File: src/rtl/parram_pkg.sv
package parram_pkg;

  typedef enum logic [2:0] {
    ST_START,
    ST_IDLE,
    ST_READ,
    ST_WPULSE,
    ST_WREC,
    ST_GAP
  } seqState_t;

  // Strobes from sequencer to datapath
  typedef struct packed {
    logic ceN;
    logic weN;
    logic oeN;
    logic laneEn;
    logic drive;
    logic capture;
    logic load;
  } strobe_t;

  function automatic int ceilDiv(input int num, input int den);
    return (num + den - 1) / den;
  endfunction

  function automatic int maxOf(input int a, input int b);
    return (a > b) ? a : b;
  endfunction

  function automatic int atLeastOne(input int v);
    return (v < 1) ? 1 : v;
  endfunction

endpackage

File: src/rtl/parram_seq.sv
module parram_seq
  import parram_pkg::*;
#(
  parameter int START_CYC = 1,
  parameter int RD_CYC    = 1,
  parameter int WP_CYC    = 1,
  parameter int REC_CYC   = 1,
  parameter int GAP_CYC   = 1,
  parameter int CNT_W     = 4
) (
  input  logic    clk,
  input  logic    rstN,
  input  logic    reqValid,
  input  logic    reqWrite,
  output logic    reqReady,
  output strobe_t strb
);

  localparam logic [CNT_W-1:0] START_LD = CNT_W'(START_CYC - 1);
  localparam logic [CNT_W-1:0] RD_LD    = CNT_W'(RD_CYC - 1);
  localparam logic [CNT_W-1:0] WP_LD    = CNT_W'(WP_CYC - 1);
  localparam logic [CNT_W-1:0] REC_LD   = CNT_W'(REC_CYC - 1);
  localparam logic [CNT_W-1:0] GAP_LD   = CNT_W'(GAP_CYC - 1);

  seqState_t stateQ;
  logic [CNT_W-1:0] cntQ;
  logic cntDone;

  assign cntDone = (cntQ == '0);

  always_ff @(posedge clk or negedge rstN) begin
    if (!rstN) begin
      stateQ <= ST_START;
      cntQ   <= START_LD;
    end else begin
      unique case (stateQ)
        ST_START: begin
          if (cntDone) stateQ <= ST_IDLE;
          else         cntQ   <= cntQ - 1'b1;
        end
        ST_IDLE: begin
          if (reqValid) begin
            if (reqWrite) begin
              stateQ <= ST_WPULSE;
              cntQ   <= WP_LD;
            end else begin
              stateQ <= ST_READ;
              cntQ   <= RD_LD;
            end
          end
        end
        ST_READ: begin
          if (cntDone) begin
            stateQ <= ST_GAP;
            cntQ   <= GAP_LD;
          end else cntQ <= cntQ - 1'b1;
        end
        ST_WPULSE: begin
          if (cntDone) begin
            stateQ <= ST_WREC;
            cntQ   <= REC_LD;
          end else cntQ <= cntQ - 1'b1;
        end
        ST_WREC: begin
          if (cntDone) stateQ <= ST_IDLE;
          else         cntQ   <= cntQ - 1'b1;
        end
        ST_GAP: begin
          if (cntDone) stateQ <= ST_IDLE;
          else         cntQ   <= cntQ - 1'b1;
        end
        default: stateQ <= ST_START;
      endcase
    end
  end

  assign reqReady = (stateQ == ST_IDLE);

  always_comb begin
    strb = '{ceN: 1'b1, weN: 1'b1, oeN: 1'b1, laneEn: 1'b0,
             drive: 1'b0, capture: 1'b0, load: 1'b0};
    unique case (stateQ)
      ST_IDLE: strb.load = reqValid;
      ST_READ: begin
        strb.ceN     = 1'b0;
        strb.oeN     = 1'b0;
        strb.laneEn  = 1'b1;
        strb.capture = cntDone;
      end
      ST_WPULSE: begin
        strb.ceN    = 1'b0;
        strb.weN    = 1'b0;
        strb.laneEn = 1'b1;
        strb.drive  = 1'b1;
      end
      ST_WREC: strb.drive = 1'b1;
      default: ;
    endcase
  end

endmodule

File: src/rtl/parram_dp.sv
module parram_dp
  import parram_pkg::*;
#(
  parameter int ADDR_W = 18,
  parameter int DATA_W = 16,
  parameter int LANE_W = 8,
  localparam int LANES = DATA_W / LANE_W
) (
  input  logic              clk,
  input  logic              rstN,
  input  strobe_t           strb,
  input  logic [ADDR_W-1:0] reqAddr,
  input  logic [DATA_W-1:0] reqWdata,
  input  logic [LANES-1:0]  reqMask,
  output logic              rspValid,
  output logic [DATA_W-1:0] rspData,
  output logic [ADDR_W-1:0] memAddr,
  output logic [DATA_W-1:0] memDqOut,
  input  logic [DATA_W-1:0] memDqIn,
  output logic              memDqOe,
  output logic              memCeN,
  output logic              memWeN,
  output logic              memOeN,
  output logic [LANES-1:0]  laneEnN
);

  logic [ADDR_W-1:0] addrQ;
  logic [DATA_W-1:0] dataQ;
  logic [LANES-1:0]  maskQ;
  logic [DATA_W-1:0] rdMasked;
  logic [DATA_W-1:0] rdQ;
  logic              rspQ;

  always_ff @(posedge clk or negedge rstN) begin
    if (!rstN) begin
      addrQ <= '0;
      dataQ <= '0;
      maskQ <= '0;
    end else if (strb.load) begin
      addrQ <= reqAddr;
      dataQ <= reqWdata;
      maskQ <= reqMask;
    end
  end

  for (genvar lane = 0; lane < LANES; lane++) begin : g_lane
    assign rdMasked[lane*LANE_W +: LANE_W] =
      maskQ[lane] ? memDqIn[lane*LANE_W +: LANE_W] : '0;
    assign laneEnN[lane] = ~(strb.laneEn & maskQ[lane]);
  end

  always_ff @(posedge clk or negedge rstN) begin
    if (!rstN) begin
      rdQ  <= '0;
      rspQ <= 1'b0;
    end else begin
      rspQ <= strb.capture;
      if (strb.capture) rdQ <= rdMasked;
    end
  end

  assign rspValid = rspQ;
  assign rspData  = rdQ;
  assign memAddr  = addrQ;
  assign memDqOut = dataQ;
  assign memDqOe  = strb.drive;
  assign memCeN   = strb.ceN;
  assign memWeN   = strb.weN;
  assign memOeN   = strb.oeN;

endmodule

File: src/rtl/parram_ctrl.sv
module parram_ctrl
  import parram_pkg::*;
#(
  parameter int ADDR_W         = 18,
  parameter int DATA_W         = 16,
  parameter int CLK_PS         = 4000,
  parameter int CYCLE_PS       = 35000,
  parameter int WPULSE_PS      = 15000,
  parameter int ADDR_END_PS    = 18000,
  parameter int DATA_SETUP_PS  = 10000,
  parameter int RECOVER_PS     = 12000,
  parameter int HIGH_PS        = 2000,
  parameter int STARTUP_CYCLES = 500000
) (
  input  logic              clk,
  input  logic              rstN,
  input  logic              reqValid,
  output logic              reqReady,
  input  logic              reqWrite,
  input  logic [ADDR_W-1:0] reqAddr,
  input  logic [DATA_W-1:0] reqWdata,
  input  logic [1:0]        reqMask,
  output logic              rspValid,
  output logic [DATA_W-1:0] rspData,
  output logic [ADDR_W-1:0] memAddr,
  output logic [DATA_W-1:0] memDqOut,
  input  logic [DATA_W-1:0] memDqIn,
  output logic              memDqOe,
  output logic              memCeN,
  output logic              memWeN,
  output logic              memOeN,
  output logic              memUbN,
  output logic              memLbN
);

  localparam int START_CYC = atLeastOne(STARTUP_CYCLES);
  localparam int RD_CYC    = atLeastOne(ceilDiv(CYCLE_PS, CLK_PS));
  localparam int WP_CYC    = atLeastOne(ceilDiv(
    maxOf(WPULSE_PS, maxOf(ADDR_END_PS, DATA_SETUP_PS)), CLK_PS));
  localparam int REC_CYC   = atLeastOne(maxOf(ceilDiv(RECOVER_PS, CLK_PS),
                                              RD_CYC - WP_CYC));
  localparam int GAP_CYC   = atLeastOne(ceilDiv(HIGH_PS, CLK_PS));
  localparam int CNT_MAX   = maxOf(maxOf(START_CYC, RD_CYC),
                                   maxOf(maxOf(WP_CYC, REC_CYC), GAP_CYC));
  localparam int CNT_W     = $clog2(CNT_MAX + 1);

  strobe_t    strb;
  logic [1:0] laneEnN;

  parram_seq #(
    .START_CYC(START_CYC),
    .RD_CYC   (RD_CYC),
    .WP_CYC   (WP_CYC),
    .REC_CYC  (REC_CYC),
    .GAP_CYC  (GAP_CYC),
    .CNT_W    (CNT_W)
  ) u_seq (
    .clk     (clk),
    .rstN    (rstN),
    .reqValid(reqValid),
    .reqWrite(reqWrite),
    .reqReady(reqReady),
    .strb    (strb)
  );

  parram_dp #(
    .ADDR_W(ADDR_W),
    .DATA_W(DATA_W),
    .LANE_W(DATA_W / 2)
  ) u_dp (
    .clk     (clk),
    .rstN    (rstN),
    .strb    (strb),
    .reqAddr (reqAddr),
    .reqWdata(reqWdata),
    .reqMask (reqMask),
    .rspValid(rspValid),
    .rspData (rspData),
    .memAddr (memAddr),
    .memDqOut(memDqOut),
    .memDqIn (memDqIn),
    .memDqOe (memDqOe),
    .memCeN  (memCeN),
    .memWeN  (memWeN),
    .memOeN  (memOeN),
    .laneEnN (laneEnN)
  );

  assign memLbN = laneEnN[0];
  assign memUbN = laneEnN[1];

endmodule

File: config.mk
export PLATFORM = sky130hd
export DESIGN_NAME = parram_ctrl
export DESIGN_NICKNAME = d
export VERILOG_FILES = /design/src/rtl/parram_pkg.sv /design/src/rtl/parram_seq.sv /design/src/rtl/parram_dp.sv /design/src/rtl/parram_ctrl.sv
export SDC_FILE = /design/constraint.sdc
export NUM_CORES = 1
export LEC_CHECK = 0
export BUFFER_PORTS_ARGS = -buffer_cell sky130_fd_sc_hd__buf_2
export CORE_MARGIN = 8
export CORE_UTILIZATION = 45
export DETAILED_ROUTE_END_ITERATION = 12
export PLACE_DENSITY = 0.75
export SYNTH_ARGS = -nofsm -noshare
export SYNTH_HDL_FRONTEND = slang
export SYNTH_HIERARCHICAL = 1
export SYNTH_SLANG_ARGS = --single-unit
File: constraint.sdc
create_clock -name clk -period 3.5 [get_ports clk]
set_clock_uncertainty 0.2 [all_clocks]
set_input_delay 0.7 -clock clk [delete_from_list [all_inputs] [get_ports clk]]
set_output_delay 0.7 -clock clk [all_outputs]
set_load 0.01 [all_outputs]
== Word-level counts from Yosys, hierarchy flattened ==
Cells that the tools add are included.
W data, S select, Z words.
Storage, ports and cells
  register bits: 75
  input bits: 56
  output and inout bits: 58
  word-level logic and storage cells: 51
Cells by class
  $add $sub $neg: 1
  equality and inequality tests: 10
  mux-type cells: 21
  bitwise gates (word level): 4
  reduce and logical (&&, ||, !) cells: 8
Operators with widths (count)
  $mux W19: 4
  $pmux W19 S4: 1
  $logic_not A19 Y1: 1
  $sub A19 B1 Y19 const B: 1
  $mux W8: 2
  $mux W3: 4
  $pmux W3 S4: 1
  $mux W1: 8
  $eq A3 B2 Y1 const B: 2
  $eq A3 B3 Y1 const B: 2
  $ne A2 B1 Y1 const B: 3
  $mux W4: 1
  $ne A2 B2 Y1 const B: 2
  $reduce_and A4 Y1: 1
  $reduce_bool A4 Y1: 1
  $reduce_or A2 Y1: 2
  $eq A3 B1 Y1 const B: 1
  $logic_not A3 Y1: 1
  $reduce_and A3 Y1: 1
  $reduce_or A3 Y1: 1
  $and A1 B1 Y1: 2
  $not A1 Y1: 2

== Logic depth before layout (Yosys ltp) ==
Gate-level depths: netlist of run 1.
  word-level depth: 5
  mapped depth: 9
  gate-level depth less buffers: 8

== Hierarchy ==
The synthesis of run 1 kept the hierarchy.
By module, submodules not included
  parram_dp: instances 1, cells each 152, area an instance 2194.6 µm², seq. area each 1326.3 µm²
  parram_seq: instances 1, cells each 169, area an instance 1514.0 µm², seq. area each 564.3 µm²

== Worst setup path before layout of run 1 ==
Ideal clock, no wire load.
  kind: register -> register
  start: register u_seq.cntQ[0]
  end: register u_seq.cntQ[14]
  arrival: 2464 ps
  data required time: 3174 ps
  setup slack: 710 ps
  stages on the path, launching flop included: 9
  buffers on the path: 1
  period minus slack after synthesis: 2790 ps
  path through: dfstp_2 -> inv_1 -> ha_1 -> or3b_1 -> or4_4 -> buf_6 -> or3_1 -> and2_0 -> a221o_1
On the way
  longest elaborated chain between the ends: 3
  elaborated cells between the ends (all ways): 8
Ends and longest elaborated chain
  start, declared: line parram_seq.sv:26  | logic [CNT_W-1:0] cntQ;
  start signal, assigned: line parram_seq.sv:39  | else cntQ <= cntQ - 1'b1;
  start signal, assigned: line parram_seq.sv:56  | end else cntQ <= cntQ - 1'b1;
  start signal, assigned: line parram_seq.sv:62  | end else cntQ <= cntQ - 1'b1;
  $sub A19 B1 Y19 / $logic_not A19 Y1 (equally long branches)
  $mux W19, or another cell as far along: line parram_seq.sv:38, parram_seq.sv:65, parram_seq.sv:69
  $pmux W19 S4 / $reduce_and A3 Y1 (equally long branches)
Parallel ways exist; a longest one is shown, timed or not. The select of a mux whose other input is x is not followed.
A chain may end at the register's enable or synchronous reset.

== Final worst setup path of run 1 ==
Ends and elaborated chain as after synthesis.

==> metrics.md, run 1 <==
| Metric | Value |
|---|---|
| Synth Warn # | 6 |
| RSZ-0062 raised after global routing | no |
| Worst R2R End | u_seq/cntQ[14] |
| First-pass GRT wire length | approximately 15000 microns |
| Die H | 107 microns |
| R2R Setup Slk | between 500 and 600 ps |
| Crit path DAT | a little over 3000 ps |
| GR Overflow Total | 0 |
| Area of the core | slightly above 8000 sq um |
| WL per Instance | about 17 microns |
| DR pass1 iterations | 4 |
| CP Launch Point | u_seq/cntQ[0] |
| Most frequent cells in the layout | buf_2 (113), dfrtp_1 (64), mux2_4 (30) |
| Post-CTS sizing | 0 |
| Hold Buf Count CTS | 0 |
| CTS tree | yes |
| Net Count, Synth | between 300 and 400 |
| Syn avg cell area | approximately 12 sq um |
| Initial antenna violation count | 0 |
| Actual slew at the worst max-slew pin | 575 ps |
| Run status | completed |
| Crit-path slowest cell | or4_4 |
| Die width | 107 microns |
| Endpoints failing hold | 0 |
| Final Wtd Congestion | approximately 0.9 |
| Drt drc | 0 |
| I/O pin count | 114 |
| Cell breakdown of the critical path | inv_1 -> ha_1 -> or3b_1 -> or4_4 -> o41ai_2 -> buf_4 -> or2_2 -> a221o_1 |
| CP Buf/Inv Count | 2 |
| Ant diodes | 0 |
| Tcrit/Tclk final | a little over four fifths |
| CTS clock-pin slew for the worst setup and hold paths | ~80 ps |
| WP data required | 3570 ps |
| Finished Layout Cells | 540 |
| Total track usage | around 16% |
| IO Port Bufs | ~110 |
| Vias per cell | 5.31 |
| Hold Crit Class | in2async |
| Yosys reg bits | 75 |
| Pin count of the biggest net entering global routing | 50 |
| Main synth FF type | dfrtp_1 |
| Final setup margin | between 500 and 600 ps |
| CTS HTree Levels | 3 |
| Area of the die | ~11000 sq um |
| Period minus WS final | between 2000 and 3000 ps |
| Final wirelength | 9020 microns |
| Synth Cell Area | 3710 sq um |
| Setup Buffers After CTS | 0 |
| Via count | 2870 |
| Via count of the first global-routing pass | between 2000 and 3000 |
| CP Launch Type | register |
| Placed cell area | ~4300 sq um |
| Power density over the cells | about 370 nW/um^2 |
| Peak supply drop | around 0.00025 V |
| Reg-to-reg startpoint | u_seq/cntQ[0] |
| CP top delay family | simple AND/OR/NAND/NOR gates |
| Starting Density | between 40% and 50% |
| Register area share after synthesis | between 50 and 60% |
| CP endpoint kind | register |
| Synth unique cells | 45 |
| Critical Setup Path Class | reg2reg |
| Total CTS buffers | 9 |
| Crit path max fanout | 22 |
| Setup WS pre-CTS | slightly below 600 ps |
| Layout cells sized above 1 | between 40% and 50% |
| Most common cell after layout, fill and taps aside | buf_2 |
| Final hold slack | about 150 ps |
| Initial DRC count | 191 |
| Setup Viol. Count Final | 0 |
| EDFF count, synth | 0 |
| Synthesis-to-finish area growth | 22.6% |
| Worst-case clock buffer depth | 2 |
| Inst Count DP | roughly 530 |
| TNS Setup | 0 ps |
| Nets | around 500 |
| Cell depth of the worst flop-to-flop path | 8 |
| Slew margin rel. | about three fifths |
| Maxcap violations | 0 |
| HPWL after detailed placement | roughly 6500 microns |
| Delay of the slowest cell on the worst path | just under 600 ps |
| FP Rows | 33 |
| Leak Pwr | 0.00218 uW |
| Clock Latency Late Sink | about 350 ps |
| FFs w/ async S/R, synth | 100% |
| Post-layout instance area | 4550 sq um |
| Fin. max-slew vios | 0 |
| Cell count after synthesis | 321 |
| Clock root buffer | clkbuf_8 |
| # clock sinks | 75 |
| Routed Antenna Nets | 0 |
| Maximum clock frequency | between 0.3 and 0.4 GHz |
layout make-up:
type	instances	area (sq um)
clock buffer	9	124
tap	105	131
fill	732	3550
timing repair buffer	123	678
multi-input combinational	199	1550
inverter	23	86.3
clock inverter	6	88.8
sequential	75	1890
synthesized netlist by cell type (6+ instances only):
| library cell | n | share of area [%] |
|---|---|---|
| nor4_1 | 10 | 1.7 |
| or4_1 | 10 | 2.0 |
| o21bai_1 | 7 | 1.4 |
| nand2_1 | 9 | 0.91 |
| dfstp_2 | 11 | 7.8 |
| or3_1 | 8 | 1.3 |
| mux2_2 | 6 | 1.8 |
| inv_1 | 23 | 2.3 |
| nor3_1 | 11 | 1.5 |
| dfrtp_1 | 64 | 43 |
| mux2_4 | 30 | 12 |
| clkbuf_1 | 9 | 0.91 |
| nand3_1 | 16 | 2.2 |
| mux2i_1 | 7 | 1.9 |
| a21oi_1 | 8 | 1.1 |
| o21ai_0 | 26 | 3.5 |
| o31ai_1 | 6 | 1.2 |
routing by layer:
layer | track usage, % | part of all wire (%) | vias to the layer above | wire, microns
li1 | - | - | 1381 | -
met1 | 19.3 | 42 | 1391 | 3800
met2 | 25.8 | 49 | 86 | 4430
met3 | 4.26 | 6.8 | 12 | 613
met4 | 6.93 | 1.9 | 0 | 168
met5 | 0 | 0 | - | 0
worst max path at each step:
stage | endpoint | slack, ps | depth (start not counted)
2_1_floorplan | u_seq/cntQ[14] | 710 | 8
3_3_place_gp | u_seq/cntQ[2] | 620 | 8
3_5_place_dp | u_seq/cntQ[14] | 580 | 8
4_1_cts | u_seq/cntQ[14] | 560 | 8
5_1_grt | u_seq/cntQ[2] | 390 | 8
6_report | u_seq/cntQ[14] | 550 | 8
per-stage QoR:
| stage | util, % | power [uW] |
|---|---|---|
| after detailed placement | 53.5 | 966 |
| after global placement | 53.5 | 963 |
| final | 56.2 | 1670 |
| after global routing | 56.2 | 1740 |
| after floorplan | - | 910 |
| after CTS | 56.2 | 1690 |
report_power, final:
part | leakage [uW] | internal (uW) | total (uW) | switching, uW
clock network | 0.000102 | 399 | 720 | 321
registers | 0.000891 | 876 | 886 | 9.97
logic | 0.00119 | 31.5 | 62.3 | 30.8
total | 0.00218 | 1310 | 1670 | 362
cells by family after synthesis:
family	synth area share [%]
AOI/OAI and AO/OA	11.7
buffers and inverters	7.32
muxes	15.9
adders and majority gates	0.337
and+or+nand+nor	13.8
DFF	51.0
state kept, by name, summed over array words and instances, names as in the netlist:
name,cells
u_seq/cntQ,19
u_dp/memAddr,18
u_dp/maskQ,2
u_seq/stateQ,3
u_dp/rspData,16
u_dp/memDqOut,16
u_dp/rspValid,1
(Power assumes the default switching activity.)
==> run 2, diff against run 1 <==
--- a/config.mk
+++ b/config.mk
@@ -9,7 +9,7 @@
 export CORE_MARGIN = 8
 export CORE_UTILIZATION = 45
 export DETAILED_ROUTE_END_ITERATION = 12
-export PLACE_DENSITY = 0.75
+export PLACE_DENSITY = 0.78
 export SYNTH_ARGS = -nofsm -noshare
 export SYNTH_HDL_FRONTEND = slang
 export SYNTH_HIERARCHICAL = 1
==> constraint.sdc (replaced) <==
create_clock -name clk -period 2.6 [get_ports clk]
set_clock_uncertainty 0.2 [all_clocks]
set_input_delay 0.52 -clock clk [delete_from_list [all_inputs] [get_ports clk]]
set_output_delay 0.52 -clock clk [all_outputs]
set_load 0.01 [all_outputs]
==> run 2 against run 1 <==
The run now ends with setup timing left. First-iteration DRC count increased by 6.3%. Hold slack improved by 47 ps. Flip-flop and latch count did not move. Global-route usage is 0.29 points higher. Die area unchanged. Clock-buffer cell count unchanged. Final cell count increased by 3.5%. Worst setup slack got worse by 560 ps. Wire length up 5.4%. Register-to-register slack got worse by 560 ps. Critical endpoint is now u_seq/cntQ[6]. Critical path type unchanged. Largest power group unchanged.
==> metrics.md, run 2 (synthesis results as in run 1) <==
| Metric | Value |
|---|---|
| Initial DRC count | 203 (+6.3%) |
| Routed Antenna Nets | 0 (unchanged) |
| Area of the die | 11400 sq um (unchanged) |
| Drt drc | 0 (unchanged) |
| Leak Pwr | 0.00227 uW (+4.1%) |
| Inst Count DP | 538 (+2.5%) |
| R2R Setup Slk | -20 ps (-560 ps) |
| CTS HTree Levels | 3 (unchanged) |
| First-pass GRT wire length | 14800 microns (+0.89%) |
| Synthesis-to-finish area growth | 28.0% |
| RSZ-0062 raised after global routing | yes |
| Finished Layout Cells | 559 (+3.5%) |
| Worst-case clock buffer depth | 2 (unchanged) |
| Layout cells sized above 1 | 48.2% (+4.1 points) |
| Final wirelength | 9500 microns (+5.4%) |
| Final setup margin | -17.9 ps (-564 ps) |
| Slew margin rel. | 57.4% (-3.9 points) |
| Clock Latency Late Sink | 350 ps (about the same) |
| Power density over the cells | 448 nW/um^2 (+22%) |
| Most frequent cells in the layout | buf_2 (114), dfrtp_1 (64), mux2_4 (30) |
| HPWL after detailed placement | 6860 microns (+6.4%) |
| FP Rows | 33 (unchanged) |
| Reg-to-reg startpoint | u_seq/cntQ[7] |
| Hold path start | reqMask[0] |
| Tcrit/Tclk final | 101% (+16 points) |
| Critical Setup Path Class | reg2reg |
| GR Overflow Total | 0 (unchanged) |
| # clock sinks | 75 (unchanged) |
| Peak supply drop | 0.000295 V (+19%) |
| Ant diodes | 0 (unchanged) |
| DR pass1 iterations | 4 (unchanged) |
| Total CTS buffers | 9 (unchanged) |
| WL per Instance | 17.0 microns (+1.8%) |
| WP data required | 2630 ps (-940 ps) |
| Final Wtd Congestion | 0.858 (-2.3%) |
| Layout filler cell count | 661 (-9.7%) |
| Hold-critical path depth | 2 |
| Total track usage | 16.1% (+0.29 points) |
| Final hold slack | 196 ps (+47.4 ps) |
| Maximum clock frequency | 0.382 GHz (+13%) |
| Worst R2R End | u_seq/cntQ[6] |
| CTS clock-pin slew for the worst setup and hold paths | 90 ps (about the same) |
| CP endpoint kind | register |
| CTS tree | yes |
| Hold Crit Class | in2reg |
| TNS Setup | -33.8 ps (-33.8 ps) |
| CP Launch Type | register |
| Area of the core | 8090 sq um (unchanged) |
| Via count of the first global-routing pass | 2959 (+2.2%) |
| Starting Density | 45.8% (unchanged) |
| Largest register FFs | 19 (unchanged) |
| Crit path DAT | 2640 ps (-390 ps) |
| Initial antenna violation count | 0 (unchanged) |
| IO Port Bufs | 113 (unchanged) |
| Setup Viol. Count Final | 5 (+5) |
| Run status | complete, but fails checks |
| Crit path max fanout | 7 (-68%) |
| Most common cell after layout, fill and taps aside | buf_2 |
| Hold path endpoint | u_dp/maskQ[0] |
| Actual slew at the worst max-slew pin | 633 ps (+58.2 ps) |
| Period minus WS final | 2620 ps (-336 ps) |
| Failing checks | setup timing |
| Via count | 3011 (+4.9%) |
| Fin. max-slew vios | 0 (unchanged) |
| Vias per cell | 5.39 (+1.3%) |
| Pin count of the biggest net entering global routing | 76 (+52%) |
| Cell depth of the worst flop-to-flop path | 7 (-1) |
| Endpoints failing hold | 0 (unchanged) |
| Nets | 506 (+3.7%) |
| Die H | 107 microns (unchanged) |
| Maxcap violations | 0 (unchanged) |
| I/O pin count | 114 (unchanged) |
| Clock root buffer | clkbuf_8 |
| Die width | 107 microns (unchanged) |
| Largest register by flop count | u_seq/cntQ |
[run 2: cell types whose count changed in the layout (fill, tap and decap cells not counted), moves of 2 or more]
cell / before / now
inv_8: 0 / 2
bufinv_16: 2 / 0
inv_1: 22 / 20
buf_4: 7 / 20
inv_2: 1 / 3
[run 2: stage by stage]
step | power (uW) | setup WS (ps) | instance area [sq um] | utilization, %
2_1_floorplan | 1230 | 0.000222 | 3720 | -
3_3_place_gp | 1300 | -12.0 | 4460 | 55.1
3_5_place_dp | 1310 | -61.4 | 4460 | 55.1
4_1_cts | 2150 | 2.60 | 4690 | 57.9
5_1_grt | 2210 | -99.4 | 4750 | 58.6
6_report | 2120 | -17.9 | 4750 | 58.6
[run 2: routing by layer]
| layer | global-route usage [%] | wire, microns | vias to the layer above |
|---|---|---|---|
| met1 | 19.0 | 3840 | 1442 |
| met4 | 10.1 | 330 | 0 |
| met5 | 0 | 0 | - |
| met2 | 25.4 | 4540 | 120 |
| met3 | 4.86 | 802 | 23 |
| li1 | - | - | 1426 |
[run 2: worst max-delay path, stage by stage, from the launching register on]
cell,delay [ps]
dfrtp_1,410
or4_4,520
or4_4,560
o41ai_4,250
buf_4,220
buf_4,150
nor3_1,60
mux2i_1,110
[run 2: area by class of cell]
cell class | instances | area [sq um] | share of cell area (%)
sequential | 75 | 1890 | 39.8
multi-input combinational | 199 | 1600 | 33.8
inverter | 23 | 86.3 | 1.82
clock inverter | 7 | 60.1 | 1.27
clock buffer | 9 | 124 | 2.61
timing repair buffer | 141 | 851 | 17.9
tap | 105 | 131 | 2.77
[run 2: worst max-delay path by stage]
stage	startpoint	endpoint	slack, ps
floorplan	u_seq/cntQ[0]	u_dp/rspData[0]	0.0002
global placement	u_seq/cntQ[1]	u_seq/cntQ[17]	-10
detailed placement	u_seq/cntQ[7]	u_seq/cntQ[16]	-60
CTS	u_seq/cntQ[7]	u_seq/cntQ[14]	3
global route	u_seq/cntQ[7]	u_seq/cntQ[16]	-100
finish	u_seq/cntQ[7]	u_seq/cntQ[6]	-20
[run 2: report_power, final]
part	total (uW)	switching, uW	internal [uW]	leakage, uW
Sequential	1190	11.3	1180	0.000891
Combinational	98.3	48.1	50.2	0.00129
Clock	836	472	364	0.0000901
Total	2120	531	1590	0.00227
[run 2: timing repair]
action / in CTS / in global routing
gates resized for setup: 4 / 7
setup buffers: 1 / 1
cloned: 1 / 1
setup endpoints to repair: 17 / 35
hold buffers: 1 / 0
pin swaps: 1 / 0
hold endpoints to repair: 5 / 0
==> run 3, diff against run 2 <==
--- a/config.mk
+++ b/config.mk
@@ -6,10 +6,12 @@
 export NUM_CORES = 1
 export LEC_CHECK = 0
 export BUFFER_PORTS_ARGS = -buffer_cell sky130_fd_sc_hd__buf_2
+export CORE_ASPECT_RATIO = 0.5
 export CORE_MARGIN = 8
 export CORE_UTILIZATION = 45
 export DETAILED_ROUTE_END_ITERATION = 12
 export PLACE_DENSITY = 0.78
+export SLEW_MARGIN = 20
 export SYNTH_ARGS = -nofsm -noshare
 export SYNTH_HDL_FRONTEND = slang
 export SYNTH_HIERARCHICAL = 1
==> run 3 against run 2 <==
The flow still finishes with violations (setup timing). Maximum frequency decreased by 2.0%. Non-clock buffer count increased by 8. Sequential share of layout area decreased by 1.9 points. Combinational power about the same. Sequential power about the same. Register-to-register slack got worse by 50 ps. Flip-flop and latch count unchanged. First-iteration DRC count decreased by 24%. Critical endpoint is now u_seq/cntQ[14].
==> metrics.md, run 3 (synthesis results as in run 1) <==
| Metric | Value |
|---|---|
| Run status | complete, but fails checks |
| Failing checks | setup timing |
| Power density over the cells | 521 nW/um^2 (+16%) |
| Nets | 514 (+1.6%) |
| IO Port Bufs | 113 (unchanged) |
| # clock sinks | 75 (unchanged) |
| Delay of the slowest cell on the worst path | 540 ps (-20 ps) |
| Placed cell area | 4520 sq um (+1.5%) |
| Final wirelength | 9550 microns (+0.47%) |
| Area of the core | 8000 sq um (-1.1%) |
| HPWL after detailed placement | 6910 microns (+0.66%) |
| Setup Viol. Count Final | 3 (-2) |
| Final setup margin | -71.9 ps (-54.1 ps) |
| Largest register FFs | 19 (unchanged) |
| First-pass GRT wire length | 14800 microns (-0.14%) |
| Worst-case clock buffer depth | 2 (unchanged) |
| DR pass1 iterations | 6 (+2) |
| CTS tree | yes |
| Clock root buffer | clkbuf_16 |
| Fin. max-slew vios | 0 (unchanged) |
| Crit-path slowest cell | or4_4 |
| Die H | 80.2 microns (-25%) |
| Crit path DAT | 2690 ps (+50 ps) |
| Area of the die | 11600 sq um (+1.5%) |
| Final hold slack | 218 ps (+22.2 ps) |
| Die width | 144 microns (+35%) |
| I/O pin count | 114 (unchanged) |
| Period minus WS final | 2670 ps (+54.1 ps) |
| Starting Density | 46.4% (+0.53 points) |
| RSZ-0062 raised after global routing | yes |
| Maxcap violations | 0 (unchanged) |
| FP Rows | 23 (-30%) |
| Register Area | 1890 sq um (about the same) |
| Slew margin rel. | 61.2% (+3.8 points) |
| Ant diodes | 0 (unchanged) |
| Final Wtd Congestion | 0.824 (-4.0%) |
| Layout cells sized above 1 | 51.2% (+3.0 points) |
| CP Launch Type | register |
| Critical Setup Path Class | reg2reg |
| Most common cell after layout, fill and taps aside | buf_2 |
| Initial DRC count | 154 (-24%) |
| Total track usage | 16.3% (+0.19 points) |
| Most frequent cells in the layout | buf_2 (112), dfrtp_1 (63), mux2_4 (30) |
| Actual slew at the worst max-slew pin | 576 ps (-57.0 ps) |
| Post-layout instance area | 4990 sq um (+5.1%) |
| Clock Latency Late Sink | 330 ps (-20 ps) |
| Maximum clock frequency | 0.374 GHz (-2.0%) |
| Tcrit/Tclk final | 103% (+2.1 points) |
| Hold Crit Class | in2reg |
| Total power draw | 2600 uW (+22%) |
| Hold-critical path depth | 3 (+1) |
| Initial antenna violation count | 0 (unchanged) |
| GR Overflow Total | 0 (unchanged) |
| CTS clock-pin slew for the worst setup and hold paths | 60 ps (-30 ps) |
| Endpoints failing hold | 0 (unchanged) |
| CTS HTree Levels | 3 (unchanged) |
| WL per Instance | 16.7 microns (-2.0%) |
| Cell depth of the worst flop-to-flop path | 7 (unchanged) |
| Synthesis-to-finish area growth | 34.5% |
| Leak Pwr | 0.00240 uW (+5.9%) |
| Multi-input logic area | 1650 sq um (+2.9%) |
| Layout filler cell count | 626 (-5.3%) |
| Vias per cell | 5.21 (-3.2%) |
| WP data required | 2610 ps (-20 ps) |
| Cell breakdown of the critical path | or4_4 -> or4_4 -> buf_4 -> clkbuf_16 -> nor2_1 -> nor2_1 -> a221o_1 |
| Largest register by flop count | u_seq/cntQ |
| Peak supply drop | 0.000430 V (+46%) |
| Drt drc | 0 (unchanged) |
| Fin util | 62.4% (+3.7 points) |
| CP endpoint kind | register |
| Via count | 2987 (-0.80%) |
| TNS Setup | -129 ps (-95.3 ps) |
| Total CTS buffers | 9 (unchanged) |
| Via count of the first global-routing pass | 2913 (-1.6%) |
| Routed Antenna Nets | 0 (unchanged) |
| Pin count of the biggest net entering global routing | 40 (-47%) |
| Crit path max fanout | 4 (-3) |
-- run 3: final timing paths --
kind | start | endpoint | slack [ps]
max | u_seq/cntQ[4] | u_seq/cntQ[14] | -70
min | memDqIn[14] | u_dp/rspData[14] | 220
max reg2reg | u_seq/cntQ[4] | u_seq/cntQ[14] | -70
min reg2reg | u_dp/memDqOut[11] | u_dp/memDqOut[11] | 300
max in group asynchronous | rstN | u_seq/stateQ[1] | 1130
min in group asynchronous | rstN | u_seq/cntQ[11] | 510
-- run 3: timing repair --
action	in CTS	in global routing
gates cloned	0	1
gates resized for setup	2	19
setup endpoints to repair	6	18
hold endpoints to repair	26	0
pin swaps	0	1
hold buffers	1	0
setup buffers	0	2
-- run 3: critical path: cells and delay by family (launching register included) --
kind	cells	cell delay [ps]
AOI/OAI and AO/OA	1	330
buffers and inverters	2	310
DFF	1	370
and+or+nand+nor	4	1350
-- run 3: layer usage --
| metal | GRT usage [%] | vias up | part of all wire [%] |
|---|---|---|---|
| met3 | 5.50 | 14 | 6.7 |
| met5 | 0 | - | 0 |
| met2 | 27.7 | 99 | 51 |
| met4 | 4.74 | 0 | 1.9 |
| met1 | 19.5 | 1448 | 41 |
| li1 | - | 1426 | - |
-- run 3: layout make-up --
| class | instances | share of cell area, % |
|---|---|---|
| clock inverter | 6 | 1.81 |
| sequential | 75 | 37.9 |
| multi-input combinational | 199 | 33.0 |
| timing repair buffer | 149 | 18.2 |
| clock buffer | 9 | 4.51 |
| tap | 112 | 2.81 |
| inverter | 23 | 1.73 |
-- run 3: where the power goes --
group / switching (uW) / internal, uW
clock: 472 / 837
sequential: 9.10 / 1180
combinational: 48.0 / 52.9
total: 529 / 2070
-- run 3: through the flow --
stage | std cells | setup WS (ps)
after floorplan | 321 | 0.000222
after global placement | 554 | 3.18
after detailed placement | 554 | -40.9
after CTS | 570 | -42.0
after global routing | 573 | -121
final | 573 | -71.9
